<file path="src/rtl/irq_arb_pkg.sv">
package irq_arb_pkg;
  localparam int LVL_W = 2;
  typedef logic [LVL_W-1:0] lvl_t;

  localparam lvl_t LVL_TOP = 2'd3;

  localparam int ID_NMI  = 0;
  localparam int ID_A    = 1;
  localparam int ID_B    = 2;
  localparam int ID_PER0 = 3;

  // A level passes the mask when it reaches it; the top level always passes.
  function automatic logic lvl_accepted(lvl_t lvl, lvl_t mask);
    return (lvl == LVL_TOP) || (lvl >= mask);
  endfunction

  // A candidate displaces the current best only on a strictly higher level,
  // so the lower index survives a tie.
  function automatic logic outranks(lvl_t cand, lvl_t best, logic have_best);
    return !have_best || (cand > best);
  endfunction
endpackage

</file>
<file path="src/rtl/irq_edge_src.sv">
module irq_edge_src (
  input  logic clk,
  input  logic rst_n,
  input  logic armed,
  input  logic pin_n,
  input  logic edge_mode,
  input  logic clr,
  output logic pending,
  output logic latch_q
);
  logic prev_q;
  logic fall;

  assign fall = armed & prev_q & ~pin_n;

  always_ff @(posedge clk) begin
    if (!rst_n) begin
      prev_q  <= 1'b1;
      latch_q <= 1'b0;
    end else begin
      prev_q  <= pin_n;
      latch_q <= (edge_mode & fall) | (latch_q & ~clr);
    end
  end

  assign pending = edge_mode ? latch_q : ~pin_n;
endmodule

</file>
<file path="src/rtl/irq_prio_sel.sv">
module irq_prio_sel
  import irq_arb_pkg::*;
#(
  parameter int NSRC  = 7,
  parameter int IDX_W = $clog2(NSRC)
) (
  input  logic [NSRC-1:0]       req,
  input  logic [NSRC*LVL_W-1:0] lvl_flat,
  input  lvl_t                  mask,
  output logic [NSRC-1:0]       grant,
  output logic                  any,
  output logic [IDX_W-1:0]      win_idx,
  output lvl_t                  win_lvl
);
  always_comb begin
    any     = 1'b0;
    win_idx = '0;
    win_lvl = '0;
    for (int i = 0; i < NSRC; i++) begin
      if (req[i] && lvl_accepted(lvl_flat[i*LVL_W +: LVL_W], mask) &&
          outranks(lvl_flat[i*LVL_W +: LVL_W], win_lvl, any)) begin
        any     = 1'b1;
        win_idx = IDX_W'(i);
        win_lvl = lvl_flat[i*LVL_W +: LVL_W];
      end
    end
    grant = '0;
    if (any) grant[win_idx] = 1'b1;
  end
endmodule

</file>
<file path="src/rtl/irq_mode_latch.sv">
module irq_mode_latch (
  input  logic       clk,
  input  logic       rst_n,
  input  logic [2:0] pins,
  output logic [2:0] mode,
  output logic       armed
);
  always_ff @(posedge clk) begin
    if (!rst_n) begin
      mode  <= '0;
      armed <= 1'b0;
    end else if (!armed) begin
      mode  <= pins;
      armed <= 1'b1;
    end
  end
endmodule

</file>
<file path="src/rtl/irq_arbiter.sv">
module irq_arbiter
  import irq_arb_pkg::*;
#(
  parameter int NUM_PERIPH = 4,
  parameter int VEC_W      = 8,
  parameter logic [VEC_W-1:0] VEC_NMI = 8'h08,
  parameter logic [VEC_W-1:0] VEC_A   = 8'h10,
  parameter logic [VEC_W-1:0] VEC_B   = 8'h18,
  localparam int NSRC  = NUM_PERIPH + 3,
  localparam int IDX_W = $clog2(NSRC)
) (
  input  logic                        clk,
  input  logic                        rst_n,
  input  logic                        pin_a_n,
  input  logic                        pin_b_n,
  input  logic                        pin_nmi_n,
  input  logic                        cfg_a_edge,
  input  logic                        cfg_b_edge,
  input  logic [1:0]                  lvl_a,
  input  logic [1:0]                  lvl_b,
  input  logic [1:0]                  mask_lvl,
  input  logic [NUM_PERIPH-1:0]       per_req,
  input  logic [2*NUM_PERIPH-1:0]     per_lvl,
  input  logic [VEC_W*NUM_PERIPH-1:0] per_vec,
  input  logic                        ack,
  output logic                        irq_valid,
  output logic [IDX_W-1:0]            irq_src,
  output logic [1:0]                  irq_level,
  output logic [VEC_W-1:0]            irq_vector,
  output logic [2:0]                  mode_bits
);
  logic armed;
  logic pend_nmi, pend_a, pend_b;
  logic latch_nmi, latch_a, latch_b;
  logic clr_nmi, clr_a, clr_b;
  logic [NSRC-1:0]       req;
  logic [NSRC*LVL_W-1:0] lvl_flat;
  logic [NSRC-1:0]       grant;
  logic                  any_elig;
  logic [IDX_W-1:0]      win_idx;
  lvl_t                  win_lvl;
  logic [VEC_W-1:0]      win_vec;

  irq_mode_latch u_mode (
    .clk  (clk),
    .rst_n(rst_n),
    .pins ({pin_nmi_n, pin_b_n, pin_a_n}),
    .mode (mode_bits),
    .armed(armed)
  );

  // Acknowledge retires the latch of whichever source is on the outputs.
  assign clr_nmi = ack & irq_valid & (irq_src == IDX_W'(ID_NMI));
  assign clr_a   = ack & irq_valid & (irq_src == IDX_W'(ID_A));
  assign clr_b   = ack & irq_valid & (irq_src == IDX_W'(ID_B));

  irq_edge_src u_nmi (
    .clk(clk), .rst_n(rst_n), .armed(armed), .pin_n(pin_nmi_n),
    .edge_mode(1'b1), .clr(clr_nmi), .pending(pend_nmi), .latch_q(latch_nmi)
  );
  irq_edge_src u_pa (
    .clk(clk), .rst_n(rst_n), .armed(armed), .pin_n(pin_a_n),
    .edge_mode(cfg_a_edge), .clr(clr_a), .pending(pend_a), .latch_q(latch_a)
  );
  irq_edge_src u_pb (
    .clk(clk), .rst_n(rst_n), .armed(armed), .pin_n(pin_b_n),
    .edge_mode(cfg_b_edge), .clr(clr_b), .pending(pend_b), .latch_q(latch_b)
  );

  assign req[ID_NMI] = pend_nmi;
  assign req[ID_A]   = pend_a;
  assign req[ID_B]   = pend_b;
  assign lvl_flat[ID_NMI*LVL_W +: LVL_W] = LVL_TOP;
  assign lvl_flat[ID_A*LVL_W +: LVL_W]   = lvl_a;
  assign lvl_flat[ID_B*LVL_W +: LVL_W]   = lvl_b;

  for (genvar p = 0; p < NUM_PERIPH; p++) begin : g_per
    assign req[ID_PER0+p] = per_req[p];
    assign lvl_flat[(ID_PER0+p)*LVL_W +: LVL_W] = per_lvl[p*LVL_W +: LVL_W];
  end

  irq_prio_sel #(.NSRC(NSRC), .IDX_W(IDX_W)) u_sel (
    .req     (req),
    .lvl_flat(lvl_flat),
    .mask    (mask_lvl),
    .grant   (grant),
    .any     (any_elig),
    .win_idx (win_idx),
    .win_lvl (win_lvl)
  );

  always_comb begin
    win_vec = '0;
    if (win_idx == IDX_W'(ID_NMI)) win_vec = VEC_NMI;
    if (win_idx == IDX_W'(ID_A))   win_vec = VEC_A;
    if (win_idx == IDX_W'(ID_B))   win_vec = VEC_B;
    for (int p = 0; p < NUM_PERIPH; p++) begin
      if (win_idx == IDX_W'(ID_PER0 + p)) win_vec = per_vec[p*VEC_W +: VEC_W];
    end
  end

  always_ff @(posedge clk) begin
    if (!rst_n) begin
      irq_valid  <= 1'b0;
      irq_src    <= '0;
      irq_level  <= '0;
      irq_vector <= '0;
    end else begin
      irq_valid  <= any_elig;
      irq_src    <= any_elig ? win_idx : '0;
      irq_level  <= any_elig ? win_lvl : '0;
      irq_vector <= any_elig ? win_vec : '0;
    end
  end
endmodule

</file>
<file path="config.mk">
export PLATFORM = sky130hd
export DESIGN_NAME = irq_arbiter
export DESIGN_NICKNAME = d
export VERILOG_FILES = /design/src/rtl/irq_arb_pkg.sv /design/src/rtl/irq_edge_src.sv /design/src/rtl/irq_prio_sel.sv /design/src/rtl/irq_mode_latch.sv /design/src/rtl/irq_arbiter.sv
export SDC_FILE = /design/constraint.sdc
export NUM_CORES = 1
export LEC_CHECK = 0
export BUFFER_PORTS_ARGS = -buffer_cell sky130_fd_sc_hd__buf_2
export CAP_MARGIN = 20
export CORE_MARGIN = 4
export CORE_UTILIZATION = 46
export CTS_BUF_LIST = sky130_fd_sc_hd__clkbuf_8
export DETAILED_ROUTE_END_ITERATION = 6
export PLACE_DENSITY = 0.83
export SYNTH_ARGS = -nofsm -noshare
export SYNTH_HDL_FRONTEND = slang
export SYNTH_SLANG_ARGS = --single-unit
export TNS_END_PERCENT = 10
</file>
<file path="constraint.sdc">
create_clock -name clk -period 10.08 [get_ports clk]
set_clock_uncertainty 0.2 [all_clocks]
set_input_delay 2.016 -clock clk [delete_from_list [all_inputs] [get_ports clk]]
set_output_delay 2.016 -clock clk [all_outputs]
set_load 0.01 [all_outputs]
</file>
Yosys cells after proc, flatten, opt, wreduce, memory -nomap -nowiden

Cells that the tools add are included.

Register bits: 24
Bits of input ports: 58
Output and inout port bits: 17
Word-level logic and storage cells: 125

Order comparisons: 12
Equality and inequality tests: 14
Muxes and demuxes: 30
Bitwise logic cells: 24
Reduce and logical (&&, ||, !) cells: 33

Operators with widths:

| operator           | count |
|---|---|
| $mux 8             | 6 |
| $mux 2             | 9 |
| $and 1x1->1        | 15 |
| $eq 2x2->1 const B | 6 |
| $ge 2x2->1         | 6 |
| $gt 2x2->1         | 6 |
| $logic_and 1x1->1  | 12 |
| $logic_or 1x1->1   | 12 |
| $mux 1             | 11 |
| $eq 3x2->1 const B | 3 |
| $eq 3x3->1 const B | 3 |
| $mux 3             | 3 |
| $eq 3x1->1 const B | 2 |
| $logic_not 1->1    | 6 |
| $logic_not 3->1    | 2 |
| $not 1->1          | 6 |
| $mux 4             | 1 |
| $or 1x1->1         | 3 |
| $reduce_and 2->1   | 1 |

Logic depth before layout (Yosys ltp)

Gate-level depths: netlist (run 1).

Depth after elaboration: 33
Mapped depth: 44
Mapped depth without buffers: 42

By module

A second synthesis (run 1) with hierarchy kept.

Cells, all modules: 246
Area total of the unflattened synthesis: 2,060.7 µm²

Modules (own cells, without submodules):

| module         | times used | cells each | area an instance (µm²) | sequential area each (µm²) |
|---|---|---|---|---|
| irq_prio_sel   | 1          | 134        | 1,002.2                | 0.0 |
| irq_arbiter    | 1          | 78         | 696.9                  | 280.3 |
| irq_edge_src   | 3          | 8          | 77.6                   | 40.0 |
| irq_mode_latch | 1          | 10         | 128.9                  | 80.1 |

Least setup slack after synthesis (run 1)

OpenSTA, ideal clock, no wires.

Path type: input to register
From: input port lvl_a[0]
To: register irq_vector[0]
Setup time: 0.136 ns
Data arrival time: 9.598 ns
Data required time: 9.744 ns
Slack: 0.145 ns
Stages on the path: 40
Buffers on the path: 5
Cells stage by stage: inv_1 > ha_1 > and3_1 > a21oi_1 > or3b_2 > o21a_1 > ha_1 > or3_1 > nand3_1 > o221a_2 > a22o_1 > ha_1 > or2_2 > a311o_1 > nor2_2 > nor2_1 > a21oi_1 > ha_1 > (+4 left out) > inv_1 > ha_1 > inv_1 > a21o_1 > a22o_1 > buf_2 > nand2_1 > clkbuf_1 > nor2_1 > a21oi_1 > ha_1 > inv_1 > a21oi_1 > a2111oi_0 > a31oi_1 > clkbuf_1 > clkbuf_1 > a31oi_1

Cells in the longest elaborated chain, start to end: 32
Elaborated cells on any way between the ends: 57
Classes of those cells: order compare (7); eq/ne (7); mux (23); reduce/logical (20)

RTL lines:

| what                                                 | RTL line           | source |
|---|---|---|
| start: declaration                                   | irq_arbiter.sv:19  | `input logic [1:0] lvl_a,` |
| $ge 2x2->1 / $eq 2x2->1 (equally long branches)      | irq_arb_pkg.sv:14  | `return (lvl == LVL_TOP) \|\| (lvl >= mask);` |
| $logic_or 1x1->1                                     | irq_arb_pkg.sv:14  |  |
| $logic_and 1x1->1 (2 in a row)                       | irq_prio_sel.sv:20 | `if (req[i] && lvl_accepted(lvl_flat[i*LVL_W +: LVL_W], mask) &&` |
| $mux 2 / $mux 1 (equally long branches)              | irq_prio_sel.sv:20 |  |
| $gt 2x2->1 / $logic_not 1->1 (equally long branches) | irq_arb_pkg.sv:20  | `return !have_best \|\| (cand > best);` |
| $logic_or 1x1->1                                     | irq_arb_pkg.sv:20  |  |
| $logic_and 1x1->1                                    | irq_prio_sel.sv:20 |  |
| $mux 2 / $mux 1 (equally long branches)              | irq_prio_sel.sv:20 |  |
| (+12 left out)                                       | --                 |  |
| $gt 2x2->1 / $logic_not 1->1 (equally long branches) | irq_arb_pkg.sv:20  |  |
| $logic_or 1x1->1                                     | irq_arb_pkg.sv:20  |  |
| $logic_and 1x1->1                                    | irq_prio_sel.sv:20 |  |
| $mux 3                                               | irq_prio_sel.sv:20 |  |
| $eq 3x1->1                                           | irq_arbiter.sv:95  | `if (win_idx == IDX_W'(ID_A)) win_vec = VEC_A;` |
| $mux 8                                               | irq_arbiter.sv:95  |  |
| $mux 8                                               | irq_arbiter.sv:96  | `if (win_idx == IDX_W'(ID_B)) win_vec = VEC_B;` |
| $mux 8 (4 in a row)                                  | irq_arbiter.sv:98  | `if (win_idx == IDX_W'(ID_PER0 + p)) win_vec = per_vec[p*VEC_W +: VEC_W];` |
| end signal: assignment                               | irq_arbiter.sv:112 | `irq_vector <= any_elig ? win_vec : '0;` |
| end: declaration                                     | irq_arbiter.sv:29  | `output logic [VEC_W-1:0] irq_vector,` |

Several ways; a longest one is shown, not always the timed one.
A chain may end at the register's enable or synchronous reset.

Final worst setup path (run 1)

From: input port lvl_a[0]
To: register irq_vector[1]

The elaborated chain is that of the path after synthesis.

==> reports/metrics.cfg, run 1 <==
[layout]
num_antenna_cells=0
nets=397
syn_to_final_growth_pct=31.8
stdcell_area_sq_mm=0.00251
multi_input_area_sq_mm=0.00135
fillers=372
drive_above_1_share_pct=32.6
stdcell_count=366
seq_area_sq_um=480

[worst_setup_path]
path_buf_inv=7
cp_max_fo=9
crit_slowest_cell=or3b_2
criticalPathCategory=in -> reg
cp.required_ps=10030
critical-path-top-delay-family=compound AO/OA/AOI/OAI gates
start_kind=input port
crit_top_cell=ha_1
arrival_ps=9580
crit_path_end_kind=flop
max_stage_delay_ps=500

[timing]
setup-violations-final=0
timing.final.crit_share_pct=95.5
slew_violations=0
hold_viol=0
hold_ws_ps=262
fmax_mhz=104
worstMarginPinSlew_ps=602
tns_ps=0
fin_crit_ps=9630
timing.slew.headroom_pct=59.7
setup_slack_ps=454

[route]
drt_iter0_drc=163
drcViolationCount=0
detail_route.first_pass.iterations=5
avgViaCountPerCell=5.83
vias=2133
drt_wl_total_um=5440
ant_nets=0
routedWlPerCell_um=14.8

[synthesis]
async_flop_share_pct=0
syn_avg_cell_area_sq_um=8.15
synth_edf_count=0
synth_warnings=0
synth_cells=234
synthFlopType=dfxtp_1
synth_nets=314
syn-cell-area_sq_mm=0.00191
synthDistinctLibCells=52
ys_ff_latch=24
synth.area.top_cells=dfxtp_1 (25%), ha_1 (14%), nand2b_1 (3.9%), inv_1 (3.7%), a31oi_1 (3.6%)
post-synth-top-area-cell=dfxtp_1
synth_top_area_share_pct=25.2
ys_seq_area_share_pct=25.2

[cts]
cts_inserted_buffers=3
cts_hold_buf=0
clockRootBuffer=clkbuf_8
clkTransAtPathRegs_ps=90
htreeDepth=1
clockBufferDepth=2
cts.sinks=24
cts_tree=built
insertion_delay_ps=260

[outcome]
outcome=completed

[placement]
gp_congestion=0.874
io_buffer_count=74
dpl_worst_slack_ps=88.3
dp_cells=361
place_area_sq_mm=0.00240
dpl.hpwl_um=4240

[floorplanning]
rows=23
design.core.area_sq_mm=0.00400
start_util_pct=47.7
dieArea_sq_mm=0.00524
ios=75
die_x_um=72.4
die-height_um=72.4

[grt]
overflow=0
grt_max_degree=15
grt_pass1_wl_um=8760
antenna_found_initial=0
grt_usage_pct=20.5
grt_pass1_vias=2106

[power_and_ir_drop]
p_per_area_mw_per_mm2=151
power.static_leakage_nw=1.21
max-vdd-ir-drop_mv=0.0555

[min_path]
hp-class=reg -> reg

[flow_run]
drv_cap=0

-- synth_stat cells, types with 3 or more instances --
master	n
dfxtp_1	24
nor3_1	3
ha_1	22
nand2_1	14
a221oi_1	4
a21oi_1	13
mux2i_1	6
inv_1	19
nand4_1	6
nand2b_1	12
a31oi_1	11
nor2_1	12
o21bai_1	6
clkbuf_1	9
o21ai_0	12
nand3_1	4
a22oi_1	6
and2_1	3
-- sequential cells by signal (all words and copies together) (netlist names) --
signal / flops
irq_vector: 8
irq_src: 3
u_mode.mode: 3
irq_level: 2
irq_valid: 1
u_mode.armed: 1
u_nmi.latch_q: 1
u_nmi.prev_q: 1
u_pa.latch_q: 1
u_pa.prev_q: 1
u_pb.latch_q: 1
u_pb.prev_q: 1
-- stage by stage --
stage | utilization (%) | total power [mW]
2_1_floorplan | - | 0.224
3_3_place_gp | 60.1 | 0.284
3_5_place_dp | 60.1 | 0.288
4_1_cts | 61.9 | 0.372
5_1_grt | 62.8 | 0.408
6_report | 62.8 | 0.380
-- path summary, 6_finish.rpt --
| kind | depth (start not counted) | slack, ps | to | from |
|---|---|---|---|---|
| worst max-delay path | 41 | 450 | irq_vector[1]$_SDFF_PN0_ | lvl_a[0] |
| worst min-delay path | 2 | 260 | u_pb.latch_q$_SDFF_PN0_ | u_pb.latch_q$_SDFF_PN0_ |
| worst max register to register | 40 | 1880 | irq_vector[1]$_SDFF_PN0_ | u_nmi.latch_q$_SDFF_PN0_ |
| worst min register to register | 2 | 260 | u_pb.latch_q$_SDFF_PN0_ | u_pb.latch_q$_SDFF_PN0_ |
-- power breakdown --
group / switching, mW / internal (mW) / total [mW]
Clock: 0.0309 / 0.0531 / 0.0840
Sequential: 0.00570 / 0.110 / 0.115
Combinational: 0.0972 / 0.0835 / 0.181
-- cells in the final DEF, fill, tap and decap left out, drive strengths merged, types with 4 or more instances in the layout --
cell and count:
a21oi 13, a221oi 5, a22oi 6, a31oi 11, buf 88, dfxtp 24
ha 22, inv 19, mux2i 6, nand2 14, nand2b 12, nand3 4
nand4 6, nor2 13, o21ai 13, o21bai 6
-- layer usage --
layer	part of all wire, %	GRT usage, %	up-vias	wire length, um
li1	-	-	1059	-
met1	41	24.7	966	2220
met2	48	35.7	90	2610
met3	8.2	2.77	18	444
met4	2.9	10.0	0	158
met5	0	0	-	0
-- logic make-up after synthesis --
| kind of cell | count (synthesis) | share of synthesized area [%] |
|---|---|---|
| compound gates | 86 | 32.6 |
| fa+ha+maj | 23 | 15.0 |
| buf+inv | 29 | 5.77 |
| flops | 24 | 25.2 |
| mux | 6 | 3.15 |
| simple gates | 66 | 18.3 |
-- final cells by class --
type | count | area share, %
Inverter | 19 | 2.84
Tap cell | 50 | 2.49
Timing Repair Buffer | 88 | 19.2
Clock inverter | 1 | 1.19
Sequential cell | 24 | 19.1
Clock buffer | 3 | 1.64
Multi-Input combinational cell | 181 | 53.5
-- worst register-to-register path: cells and delay by family, from the launching register on --
kind | cells | cell delay [ps]
buffers and inverters | 6 | 780
adder cells (fa/ha/maj) | 7 | 1750
multiplexers | 1 | 250
AND/OR/NAND/NOR | 10 | 1640
flip-flops | 1 | 420
AO/OA/AOI/OAI | 16 | 3040
-- timing repair --
item                                   CTS  global route
gates resized for setup                  0             8
setup buffers                            0             1
setup endpoints to repair                0            13
endpoints found under the hold margin    0             0
Note: power is estimated with default switching activity, not from simulation.
==> run 2, diff against run 1 <==
Settings changed: MAX_ROUTING_LAYER set to met4, SLEW_MARGIN set to 20.
==> reports/metrics.cfg, run 2 (synthesis results as in run 1) <==
[cts]
cts_inserted_buffers=3  ; unchanged
htreeDepth=1  ; unchanged
cts_tree=built  ; unchanged
clockRootBuffer=clkbuf_8  ; unchanged
clkTransAtPathRegs_ps=80  ; was 90 ps
clockBufferDepth=2  ; unchanged
cts.sinks=24  ; unchanged
insertion_delay_ps=270  ; was 260 ps

[placement]
dpl.hpwl_um=4240  ; unchanged
place_area_sq_mm=0.00240  ; unchanged
gp_congestion=0.888  ; was 0.874
dpl_worst_slack_ps=88.3  ; unchanged
dp_cells=361  ; unchanged
io_buffer_count=74  ; unchanged

[layout]
multi_input_area_sq_mm=0.00135  ; unchanged
fin_util_pct=62.8  ; unchanged
fillers=372  ; unchanged
num_antenna_cells=0  ; unchanged
seq_area_sq_um=480  ; unchanged
final_common_cell=buf_2  ; unchanged
stdcell_area_sq_mm=0.00251  ; unchanged
largest_register_ff_count=8  ; unchanged
layout_common_cells=buf_2 (74), dfxtp_1 (24), ha_1 (22)  ; unchanged
drive_above_1_share_pct=32.6  ; unchanged
largest-register=irq_vector  ; unchanged
stdcell_count=366  ; unchanged
top_regs=irq_vector x8, irq_src x3, u_mode.mode x3  ; unchanged
syn_to_final_growth_pct=31.8  ; unchanged
nets=397  ; unchanged

[power_and_ir_drop]
clockPowerShare_pct=22.2  ; was 22.1%
p_sw_share_pct=35.4  ; was 35.2%
p_seq_share_pct=30.3  ; was 30.4%
p_per_area_mw_per_mm2=152  ; was 151 mW/mm^2
max-vdd-ir-drop_mv=0.0566  ; was 0.0555 mV
power.static_leakage_nw=1.21  ; unchanged
comb_power_share_pct=47.5  ; about the same
p_sw_uw=135  ; was 134 uW
finalPower_uw=381  ; was 380 uW
p_int_uw=246  ; about the same

[grt]
grt_pass1_vias=2102  ; was 2106
antenna_found_initial=0  ; unchanged
grt_max_degree=15  ; unchanged
grt_pass1_wl_um=8770  ; was 8760 um
overflow=0  ; unchanged
grt_usage_pct=21.2  ; was 20.5%

[route]
met1_length_um=2260  ; was 2220 um
met3_length_um=420  ; was 444 um
vias=2139  ; was 2133
routedWlPerCell_um=14.9  ; was 14.8 um
highest_layer=met4  ; unchanged
avgViaCountPerCell=5.84  ; was 5.83
dr_wl_met2_um=2610  ; about the same
detail_route.first_pass.iterations=5  ; unchanged
drcViolationCount=0  ; unchanged
drt_iter0_drc=185  ; was 163
ant_nets=0  ; unchanged
drt_wl_total_um=5450  ; was 5440 um

[floorplanning]
start_util_pct=47.7  ; unchanged
die_x_um=72.4  ; unchanged
die-height_um=72.4  ; unchanged
ios=75  ; unchanged
dieArea_sq_mm=0.00524  ; unchanged
rows=23  ; unchanged
design.core.area_sq_mm=0.00400  ; unchanged

[timing]
timing.slew.headroom_pct=59.7  ; about the same
timing.final.crit_share_pct=95.6  ; was 95.5%
fin_crit_ps=9630  ; about the same
setup-violations-final=0  ; unchanged
fmax_mhz=104  ; about the same
slew_violations=0  ; unchanged
hold_viol=0  ; unchanged
setup_slack_ps=447  ; was 454 ps
worstMarginPinSlew_ps=602  ; about the same

[min_path]
hp-class=reg -> reg  ; unchanged
whs_endpoint=u_pb.latch_q$_SDFF_PN0_  ; unchanged
hold_depth=2  ; unchanged
min-delay-start=u_pb.latch_q$_SDFF_PN0_  ; unchanged

[worst_setup_path]
timing.rr.end=irq_vector[6]$_SDFF_PN0_  ; was irq_vector[1]$_SDFF_PN0_
start_kind=input port  ; unchanged
crit_top_cell=ha_1  ; unchanged
crit_slowest_cell=or3b_2  ; unchanged
cp_max_fo=13  ; was 9
criticalPathCategory=in -> reg  ; unchanged
r2r_start=u_nmi.latch_q$_SDFF_PN0_  ; unchanged
crit_path_end_kind=flop  ; unchanged
max_stage_delay_ps=500  ; about the same
ff2ff_path_depth=40  ; unchanged
cp.required_ps=10030  ; about the same
arrival_ps=9590  ; was 9580 ps
reg2reg_slack_ps=1870  ; was 1880 ps

[outcome]
outcome=completed  ; unchanged

[flow_run]
drv_cap=0  ; unchanged

## run 2: cell counts in the layout (fill, tap and decap cells not counted)
Identical to the previous run, type by type.
## run 2: per-layer routing
metal	track usage [%]	vias to the layer above
met5	-	-
met4	10.0	0
met3	2.63	18
met2	35.6	89
met1	25.0	973
li1	-	1059
## run 2: worst max-delay path, delay by kind of cell
| family | cells | cell delay [ps] |
|---|---|---|
| simple gates | 10 | 1670 |
| buf+inv | 7 | 860 |
| compound gates | 16 | 3030 |
| fa+ha+maj | 7 | 1740 |
| mux | 1 | 250 |
## run 2: what timing repair did
item / in CTS / in global routing
hold buffers: 0 / 0
setup endpoints to repair: 0 / 13
resized for setup: 0 / 8
buffers inserted: 0 / 1
## run 2: stage by stage
| stage | hold WS [ps] | TNS, ps |
|---|---|---|
| after floorplan | 230 | 0 |
| after global placement | 245 | 0 |
| after detailed placement | 251 | 0 |
| after CTS | 263 | 0 |
| after global routing | 298 | -91.1 |
| final | 262 | 0 |
## run 2: worst max path at each step
stage	start	to	slack (ps)	depth (start not counted)
5_1_grt	lvl_a[0]	irq_vector[1]$_SDFF_PN0_	-30	42
3_3_place_gp	lvl_a[0]	irq_vector[6]$_SDFF_PN0_	370	41
2_1_floorplan	lvl_a[0]	irq_vector[0]$_SDFF_PN0_	150	40
3_5_place_dp	lvl_a[0]	irq_vector[6]$_SDFF_PN0_	90	41
4_1_cts	lvl_a[0]	irq_vector[6]$_SDFF_PN0_	340	41
6_report	lvl_a[0]	irq_vector[6]$_SDFF_PN0_	450	41
## run 2: power groups by stage
| stage | Clock [mW] | Sequential, mW | Combinational [mW] |
|---|---|---|---|
| 6_report | 0.0847 | 0.115 | 0.181 |
| 5_1_grt | 0.0885 | 0.117 | 0.202 |
| 4_1_cts | 0.0850 | 0.116 | 0.172 |
| 3_5_place_dp | 0 | 0.118 | 0.171 |
| 3_3_place_gp | 0 | 0.118 | 0.166 |
| 2_1_floorplan | 0 | 0.124 | 0.100 |
## run 2: cell type report
| cell class | count | area share (%) |
|---|---|---|
| sequential | 24 | 19.1 |
| clock buffer | 3 | 1.64 |
| clock inverter | 1 | 1.19 |
| tap | 50 | 2.49 |
| timing repair buffer | 88 | 19.2 |
| inverter | 19 | 2.84 |
| multi-input combinational | 181 | 53.5 |
